===== src/rtl/pwr_mode_pkg.sv =====
package pwr_mode_pkg;
  typedef enum logic [1:0] {
    PM_FULL  = 2'd0,
    PM_ACT   = 2'd1,
    PM_SLEEP = 2'd2,
    PM_DEEP  = 2'd3
  } pm_mode_t;

  function automatic logic pm_is_run(input pm_mode_t m);
    return (m == PM_FULL) || (m == PM_ACT);
  endfunction
endpackage


===== src/rtl/pwr_req_latch.sv =====
module pwr_req_latch
  import pwr_mode_pkg::*;
(
  input  logic       clk,
  input  logic       rst_n,
  input  logic       req_valid,
  input  logic [1:0] req_mode,
  input  pm_mode_t   cur_mode,
  input  logic       apply,
  output logic       pend_vld,
  output pm_mode_t   pend_mode,
  output logic       req_illegal
);
  logic     legal;
  logic     pend_vld_d;
  pm_mode_t pend_mode_d;
  logic     illegal_d;

  always_comb begin
    legal       = pm_is_run(cur_mode) && (pm_mode_t'(req_mode) != cur_mode);
    pend_vld_d  = pend_vld;
    pend_mode_d = pend_mode;
    illegal_d   = 1'b0;
    if (req_valid && legal) begin
      pend_vld_d  = 1'b1;
      pend_mode_d = pm_mode_t'(req_mode);
    end else if (apply) begin
      pend_vld_d  = 1'b0;
    end
    if (req_valid && !legal) illegal_d = 1'b1;
  end

  always_ff @(posedge clk or negedge rst_n) begin
    if (!rst_n) begin
      pend_vld    <= 1'b0;
      pend_mode   <= PM_FULL;
      req_illegal <= 1'b0;
    end else begin
      pend_vld    <= pend_vld_d;
      pend_mode   <= pend_mode_d;
      req_illegal <= illegal_d;
    end
  end

  // the flag only follows a request strobe
  p_flag_needs_req_r7: assert property (@(posedge clk) disable iff (!rst_n)
    req_illegal |-> $past(req_valid));

  // an applied request with no new strobe is consumed
  p_pend_consumed_r10: assert property (@(posedge clk) disable iff (!rst_n)
    (apply && !req_valid) |=> !pend_vld);
endmodule


===== src/rtl/pwr_mode_fsm.sv =====
module pwr_mode_fsm
  import pwr_mode_pkg::*;
#(
  parameter int NUM_WAKE = 8
) (
  input  logic                clk,
  input  logic                rst_n,
  input  logic                boot_to_active,
  input  logic                core_idle,
  input  logic                pend_vld,
  input  pm_mode_t            pend_mode,
  input  logic [NUM_WAKE-1:0] wake_evt,
  input  logic [NUM_WAKE-1:0] wake_mask,
  input  logic                rtc_irq,
  output pm_mode_t            mode_q,
  output pm_mode_t            prev_q,
  output logic                apply
);
  logic     boot_q;
  logic     wake;
  pm_mode_t mode_d;
  pm_mode_t prev_d;

  always_comb begin
    wake   = |(wake_evt & wake_mask);
    apply  = !boot_q && pm_is_run(mode_q) && core_idle && pend_vld;
    mode_d = mode_q;
    prev_d = prev_q;
    if (boot_q) begin
      mode_d = boot_to_active ? PM_ACT : PM_FULL;
    end else begin
      unique case (mode_q)
        PM_FULL, PM_ACT: if (apply) begin
          mode_d = pend_mode;
          prev_d = mode_q;
        end
        PM_SLEEP: if (wake) mode_d = prev_q;
        PM_DEEP:  if (rtc_irq) mode_d = PM_ACT;
        default:  mode_d = PM_FULL;
      endcase
    end
  end

  always_ff @(posedge clk or negedge rst_n) begin
    if (!rst_n) begin
      boot_q <= 1'b1;
      mode_q <= PM_FULL;
      prev_q <= PM_FULL;
    end else begin
      boot_q <= 1'b0;
      mode_q <= mode_d;
      prev_q <= prev_d;
    end
  end

  // a running mode holds without core idle
  p_hold_without_idle_r6: assert property (@(posedge clk) disable iff (!rst_n)
    (!boot_q && pm_is_run(mode_q) && !core_idle) |=> $stable(mode_q));

  // sleep holds without an enabled wakeup
  p_sleep_hold_r8: assert property (@(posedge clk) disable iff (!rst_n)
    (mode_q == PM_SLEEP && !wake) |=> mode_q == PM_SLEEP);

  // sleep exits only into a running mode
  p_sleep_dest_r8: assert property (@(posedge clk) disable iff (!rst_n)
    (mode_q == PM_SLEEP && wake) |=> pm_is_run(mode_q));

  // deep sleep holds until the RTC interrupt
  p_deep_hold_r9: assert property (@(posedge clk) disable iff (!rst_n)
    (mode_q == PM_DEEP && !rtc_irq) |=> mode_q == PM_DEEP);

  // the RTC interrupt resumes in active
  p_deep_exit_r9: assert property (@(posedge clk) disable iff (!rst_n)
    (mode_q == PM_DEEP && rtc_irq) |=> mode_q == PM_ACT);
endmodule


===== src/rtl/pwr_clk_ctrl.sv =====
module pwr_clk_ctrl
  import pwr_mode_pkg::*;
(
  input  logic     clk,
  input  logic     rst_n,
  input  pm_mode_t mode_q,
  input  pm_mode_t prev_q,
  input  logic     pll_off,
  output logic     pll_en,
  output logic     cclk_en,
  output logic     sclk_en,
  output logic     bypass,
  output logic     cclk_half
);
  logic     half_d;
  pm_mode_t ref_mode;

  always_comb begin
    ref_mode = (mode_q == PM_SLEEP) ? prev_q : mode_q;
    cclk_en  = pm_is_run(mode_q);
    sclk_en  = (mode_q != PM_DEEP);
    bypass   = sclk_en && (ref_mode == PM_ACT);
    pll_en   = sclk_en && !(bypass && pll_off);
    half_d   = (mode_q == PM_ACT) ? !cclk_half : 1'b0;
  end

  always_ff @(posedge clk or negedge rst_n) begin
    if (!rst_n) cclk_half <= 1'b0;
    else        cclk_half <= half_d;
  end

  // the half-rate clock toggles each cycle in active
  p_half_toggle_r3: assert property (@(posedge clk) disable iff (!rst_n)
    (mode_q == PM_ACT && $past(mode_q) == PM_ACT) |-> cclk_half != $past(cclk_half));
endmodule


===== src/rtl/pwr_mode_ctrl.sv =====
module pwr_mode_ctrl
  import pwr_mode_pkg::*;
#(
  parameter int NUM_WAKE = 8
) (
  input  logic                clk,
  input  logic                rst_n,
  input  logic                boot_to_active,
  input  logic                req_valid,
  input  logic [1:0]          req_mode,
  input  logic                core_idle,
  input  logic [NUM_WAKE-1:0] wake_evt,
  input  logic [NUM_WAKE-1:0] wake_mask,
  input  logic                rtc_irq,
  input  logic                pll_off,
  output logic [1:0]          mode,
  output logic                pll_en,
  output logic                cclk_en,
  output logic                sclk_en,
  output logic                bypass,
  output logic                cclk_half,
  output logic                req_illegal
);
  pm_mode_t mode_q;
  pm_mode_t prev_q;
  pm_mode_t pend_mode;
  logic     pend_vld;
  logic     apply;

  pwr_req_latch u_req (
    .clk         (clk),
    .rst_n       (rst_n),
    .req_valid   (req_valid),
    .req_mode    (req_mode),
    .cur_mode    (mode_q),
    .apply       (apply),
    .pend_vld    (pend_vld),
    .pend_mode   (pend_mode),
    .req_illegal (req_illegal)
  );

  pwr_mode_fsm #(.NUM_WAKE(NUM_WAKE)) u_fsm (
    .clk            (clk),
    .rst_n          (rst_n),
    .boot_to_active (boot_to_active),
    .core_idle      (core_idle),
    .pend_vld       (pend_vld),
    .pend_mode      (pend_mode),
    .wake_evt       (wake_evt),
    .wake_mask      (wake_mask),
    .rtc_irq        (rtc_irq),
    .mode_q         (mode_q),
    .prev_q         (prev_q),
    .apply          (apply)
  );

  pwr_clk_ctrl u_clk (
    .clk       (clk),
    .rst_n     (rst_n),
    .mode_q    (mode_q),
    .prev_q    (prev_q),
    .pll_off   (pll_off),
    .pll_en    (pll_en),
    .cclk_en   (cclk_en),
    .sclk_en   (sclk_en),
    .bypass    (bypass),
    .cclk_half (cclk_half)
  );

  assign mode = mode_q;

  // deep sleep leaves every clock stopped
  p_deep_all_off_r5: assert property (@(posedge clk) disable iff (!rst_n)
    (mode == 2'd3) |-> !(pll_en || cclk_en || sclk_en));

  // sleep stops only the core clock
  p_sleep_sclk_r4: assert property (@(posedge clk) disable iff (!rst_n)
    (mode == 2'd2) |-> (!cclk_en && sclk_en));
endmodule


===== config.mk =====
export PLATFORM = sky130hd
export DESIGN_NAME = pwr_mode_ctrl
export DESIGN_NICKNAME = d
export VERILOG_FILES = /design/src/rtl/pwr_mode_pkg.sv /design/src/rtl/pwr_req_latch.sv /design/src/rtl/pwr_mode_fsm.sv /design/src/rtl/pwr_clk_ctrl.sv /design/src/rtl/pwr_mode_ctrl.sv
export SDC_FILE = /design/constraint.sdc
export NUM_CORES = 1
export LEC_CHECK = 0
export BUFFER_PORTS_ARGS = -buffer_cell sky130_fd_sc_hd__buf_2
export CAP_MARGIN = 20
export CORE_ASPECT_RATIO = 0.9
export CORE_MARGIN = 3
export CORE_UTILIZATION = 35
export DETAILED_ROUTE_END_ITERATION = 16
export PLACE_DENSITY = 0.67
export RECOVER_POWER = 50
export SYNTH_ARGS = -nofsm -noshare
export SYNTH_HDL_FRONTEND = slang
export SYNTH_SLANG_ARGS = --single-unit

===== constraint.sdc =====
create_clock -name clk -period 1.9 [get_ports clk]
set_clock_uncertainty 0.1 [all_clocks]
set_input_delay 0.285 -clock clk [delete_from_list [all_inputs] [get_ports clk]]
set_output_delay 0.285 -clock clk [all_outputs]
set_load 0.01 [all_outputs]

Word-level counts from Yosys, hierarchy flattened. Cells that the tools add are included.

Flip-flop bits (word level): 10. Output and inout port bits: 8. Word-level logic and storage cells: 49.

Equal/unequal tests: 9. Muxes and demuxes: 11. Bitwise gates (word level): 2. Reduce and logical (&&, ||, !) cells: 20.

Operator list (count): two-way mux 2 bit (5); logical AND 1 bit (9); AND 8 bit (1); OR reduction 8 bit (1); inequality test 3 x 2 -> 1 bit (second input constant) (2); one-hot mux 2 bit (3 select lines) (1); AND reduction 3 bit (2); two-way mux 1 bit (5); == test 2 x 1 -> 1 bit (second input constant) (2); == test 2 bit (second input constant) (2); zero test 1 bit (4); inequality test 3 bit (second input constant) (1); zero test 2 bit (1); inequality test 2 bit (1); inequality test 2 bit (second input constant) (1); nonzero test 2 bit (1); OR reduction 2 bit (1); logical OR 1 bit (1); inverter 1 bit (1).

Depth between registers and ports, before layout.
Word-level depth: 8. Gate-level depth with buffers: 4.

By module. Synthesis repeated with hierarchy kept, for this count alone.

Cells, all modules: 57. Area, all modules: 539.3 µm².

Modules (own cells, without submodules): pwr_mode_fsm (times used 1, cells an instance 30, area each 287.8 µm²); pwr_req_latch (times used 1, cells an instance 17, area each 180.2 µm²); pwr_clk_ctrl (times used 1, cells an instance 10, area each 71.3 µm²).

Least setup slack after synthesis. Ideal clock, no wire load.

Path type: register -> output. From: register u_fsm.mode_q[0]. To: output port pll_en. Arrival: 1.114 ns. Slack: 0.401 ns. Cell stages (with the launch flop): 5. Path buffers: 0. Cell sequence: dfrtp_1 -> and2b_1 -> nand3b_1 -> nand2_1 -> a21boi_1.

Cells in the longest elaborated chain, start to end: 7.

Ends and longest elaborated chain: from (decl) (RTL line pwr_mode_fsm.sv:15) `output pm_mode_t mode_q,`; from (signal assigned) (RTL line pwr_mode_fsm.sv:51) `mode_q <= mode_d;`; == test 2 bit (RTL line pwr_clk_ctrl.sv:19) `ref_mode = (mode_q == PM_SLEEP) ? prev_q : mode_q;`; two-way mux 2 bit (RTL line pwr_clk_ctrl.sv:19); == test 2 x 1 -> 1 bit (RTL line pwr_clk_ctrl.sv:22) `bypass = sclk_en && (ref_mode == PM_ACT);`; logical AND 1 bit * (RTL line pwr_clk_ctrl.sv:22); net bypass (RTL line pwr_mode_ctrl.sv:20) `output logic bypass,`; logical AND 1 bit * (RTL line pwr_clk_ctrl.sv:23) `pll_en = sclk_en && !(bypass && pll_off);`; zero test 1 bit * (RTL line pwr_clk_ctrl.sv:23); logical AND 1 bit * (RTL line pwr_clk_ctrl.sv:23); to (decl) (RTL line pwr_mode_ctrl.sv:17) `output logic pll_en,`.

The timed path passes the listed nets; every way through them passes the cells marked *.

Worst setup path in the final report.
From: register u_fsm.mode_q[1]. To: output port pll_en.

Cells in the longest elaborated chain, start to end: 7.

Ends and longest elaborated chain (RTL line): == test 2 bit (pwr_clk_ctrl.sv:19); two-way mux 2 bit (pwr_clk_ctrl.sv:19); == test 2 x 1 -> 1 bit (pwr_clk_ctrl.sv:22); logical AND 1 bit (pwr_clk_ctrl.sv:22); logical AND 1 bit (pwr_clk_ctrl.sv:23); zero test 1 bit (pwr_clk_ctrl.sv:23); logical AND 1 bit * (pwr_clk_ctrl.sv:23).

Mark *: on every way between the ends. The rest lies on a longest branch, timed or not.

==> reports/qor.yml <==
run_status:
  outcome: "finished, final reports clean"
die:
  io_pins: 33
  core_area_um2: 1321
  num_rows: 12
  initial_core_util: 0.3968
  fp.dieW_um: 46.80
  dieArea_um2: 1999
  die_h_um: 42.72
clock_tree:
  clk_pin_slew_worst_paths_ns: 0.07
  h-tree-depth: 1
  clock_latency_ns: 0.26
  cts_tree: "done"
  clock_sink_count: 10
  clock_path_buffers: 2
  clockRootBuffer: "clkbuf_4"
  numCtsBuffers: 3
finish:
  drive_above_1_share: 0.4270
  n_antenna_cell: 0
  layout.nets: 115
  fin_util: 0.5578
  area_delta_synth_final_pct: 40.57
  stdcell_count: 103
  stdcell_area_um2: 737.0
critical_path:
  start_kind: "flip-flop"
  crit_fanout: 9
  end_kind: "primary output"
  ff2ff_setup_slack_ns: 0.44
  r2r_cells: 4
  required_ns: 1.51
  worstPathArrival_ns: 1.34
  reg2reg_from: "u_fsm.mode_q[0]"
  crit_type: "flip-flop to primary output"
  reg2reg_to: "u_req.pend_mode[0]"
route:
  via_per_inst: 5.126
  routed_wl_mm: 1.233
  drt_iter0_markers: 8
  wire_per_inst_um: 11.97
  drtAntennaViolNets: 0
  vias: 528
  route.detailed.drc: 0
  drt-pass1-iter-count: 4
placement:
  place_congestion: 0.8001
  dpl.cell_count: 98
  portBuffers: 32
  place_ws_ns: 0.3600
  hpwl_um: 971.6
  place_area_um2: 701.9
sta:
  timing.fmax_mhz: 580.9
  fin_crit_sh: 0.9061
  final.min_clock_period_ns: 1.722
  maxSlewHeadroom: 0.6304
  drv_slew: 0
  layout_setup_ws_ns: 0.1785
  holdWs_ns: 0.1462
  finalSetupViolCount: 0
  rsz0062_at_grt: "no"
  final-hold-violation-count: 0
  tns_ns: 0
  worstMarginPinSlew_ns: 0.5544
pwr:
  swShare: 0.3915
  pwr-share-comb: 0.432
  ir_drop_mv: 0.6258
  seqPwrFrac: 0.409
  switching_power_mw: 0.3708
  leakage_nw: 0.3748
  p_total_mw: 0.9471
  power.density_nw_per_um2: 1285
  p_int_mw: 0.5763
  clkPwrFrac: 0.159
logic_synthesis:
  syn_avg_cell_area_um2: 10.08
  seq_area_frac_synth: 0.4797
  yosys_warnings: 0
  synth_area_leaders: "dfrtp_1 (43%), mux2_1 (6.4%), dfstp_2 (5.0%), nand2_1 (4.3%), a221oi_1 (3.3%)"
  synth_seq_cells: 10
  syn-cell-area_um2: 524.3
  synthesis.nets: 77
  yosysTopAreaCell: "dfrtp_1"
  synth_top_area_frac: 0.4296
  synthCells: 52
  synth.distinct_cells: 28
hold_path:
  worstHoldPathCells: 2
  min_from: "req_mode[1]"
  min_to: "u_req.pend_mode[1]"
  min_path_type: "input port to flip-flop"
grt:
  grt_max_degree: 11
  track_usage: 0.1479
  grt_pass1_vias: 528
  grt-ovfl-total: 0
  grt_antenna_before_repair: 0
  grt_pass1_wl_mm: 2.111
run:
  max_cap_violations: 0
[kinds of logic after synthesis]
| group | synth area share |
|---|---|
| simple gates | 0.1909 |
| other cells | 0.007153 |
| mux | 0.06443 |
| buf+inv | 0.01431 |
| flops | 0.4797 |
| xor+xnor | 0.01671 |
| compound gates | 0.2268 |
[layer usage]
metal	share of wire	routed length [µm]	GRT usage
met1	0.41	508	0.1706
met2	0.51	634	0.2466
met3	0.062	76	0.03814
met4	0.0097	12	0.06630
met5	0	0	0
[worst max path at each step]
stage                          from      to  slack (ns)  cells after the start
detailed placement  u_fsm.mode_q[0]  pll_en        0.36                      5
floorplan           u_fsm.mode_q[0]  pll_en        0.40                      4
global route        u_fsm.mode_q[1]  pll_en        0.02                      5
finish              u_fsm.mode_q[1]  pll_en        0.18                      5
global placement    u_fsm.mode_q[0]  pll_en        0.42                      5
CTS                 u_fsm.mode_q[0]  pll_en        0.08                      5
[registers in the layout (all words and copies together) (netlist names)]
| signal | count |
|---|---|
| u_req.req_illegal | 1 |
| u_fsm.mode_q | 2 |
| u_req.pend_mode | 2 |
| u_clk.cclk_half | 1 |
| u_fsm.prev_q | 2 |
| u_fsm.boot_q | 1 |
| u_req.pend_vld | 1 |
[synthesized netlist by cell type, drive strengths merged]
cell type  count
dfrtp          9
nand2          7
nor2           4
a211oi         3
mux2           3
a21oi          2
a221oi         2
a22o           2
and3           2
inv            2
nor2b          2
a2111oi        1
a21boi         1
a22oi          1
a31oi          1
and2b          1
conb           1
dfstp          1
nand3          1
nand3b         1
nor3           1
o21a           1
o21bai         1
or2            1
xor2           1
[critical path, stage by stage (launching register included)]
cell and delay [ns]:
dfrtp_1 0.45, and2b_1 0.22, nand3b_1 0.08, nand2_1 0.07, a21boi_1 0.13, buf_2 0.14
[placed cells by master (no fill, tap or decap), types with 3 or more instances in the layout]
| master | instances |
|---|---|
| clkbuf_4 | 3 |
| nor2_1 | 4 |
| nand2_1 | 6 |
| buf_2 | 30 |
| clkbuf_1 | 3 |
| dfrtp_1 | 8 |
| mux2_1 | 3 |
[area by class of cell]
cell class / instances / area [µm²]
inverter: 2 / 7.507
tap: 14 / 17.52
multi-input combinational: 40 / 265.3
clock buffer: 4 / 26.28
fill: 118 / 584.3
timing repair buffer: 33 / 167.7
sequential: 10 / 252.7
[power groups by stage]
stage	logic, mW	registers, mW	clock network [mW]
after detailed placement	0.411	0.389	0
after global placement	0.412	0.384	0
after global routing	0.466	0.405	0.174
final	0.409	0.387	0.151
after CTS	0.415	0.385	0.156
after floorplan	0.249	0.386	0
[what timing repair did]
action / CTS / global route
hold buffers: 1 / 0
setup buffers: 0 / 0
gates resized for setup: 0 / 1
endpoints found under the hold margin: 9 / 0
setup endpoints to repair: 0 / 1
Power figures use the tool's default switching activity.
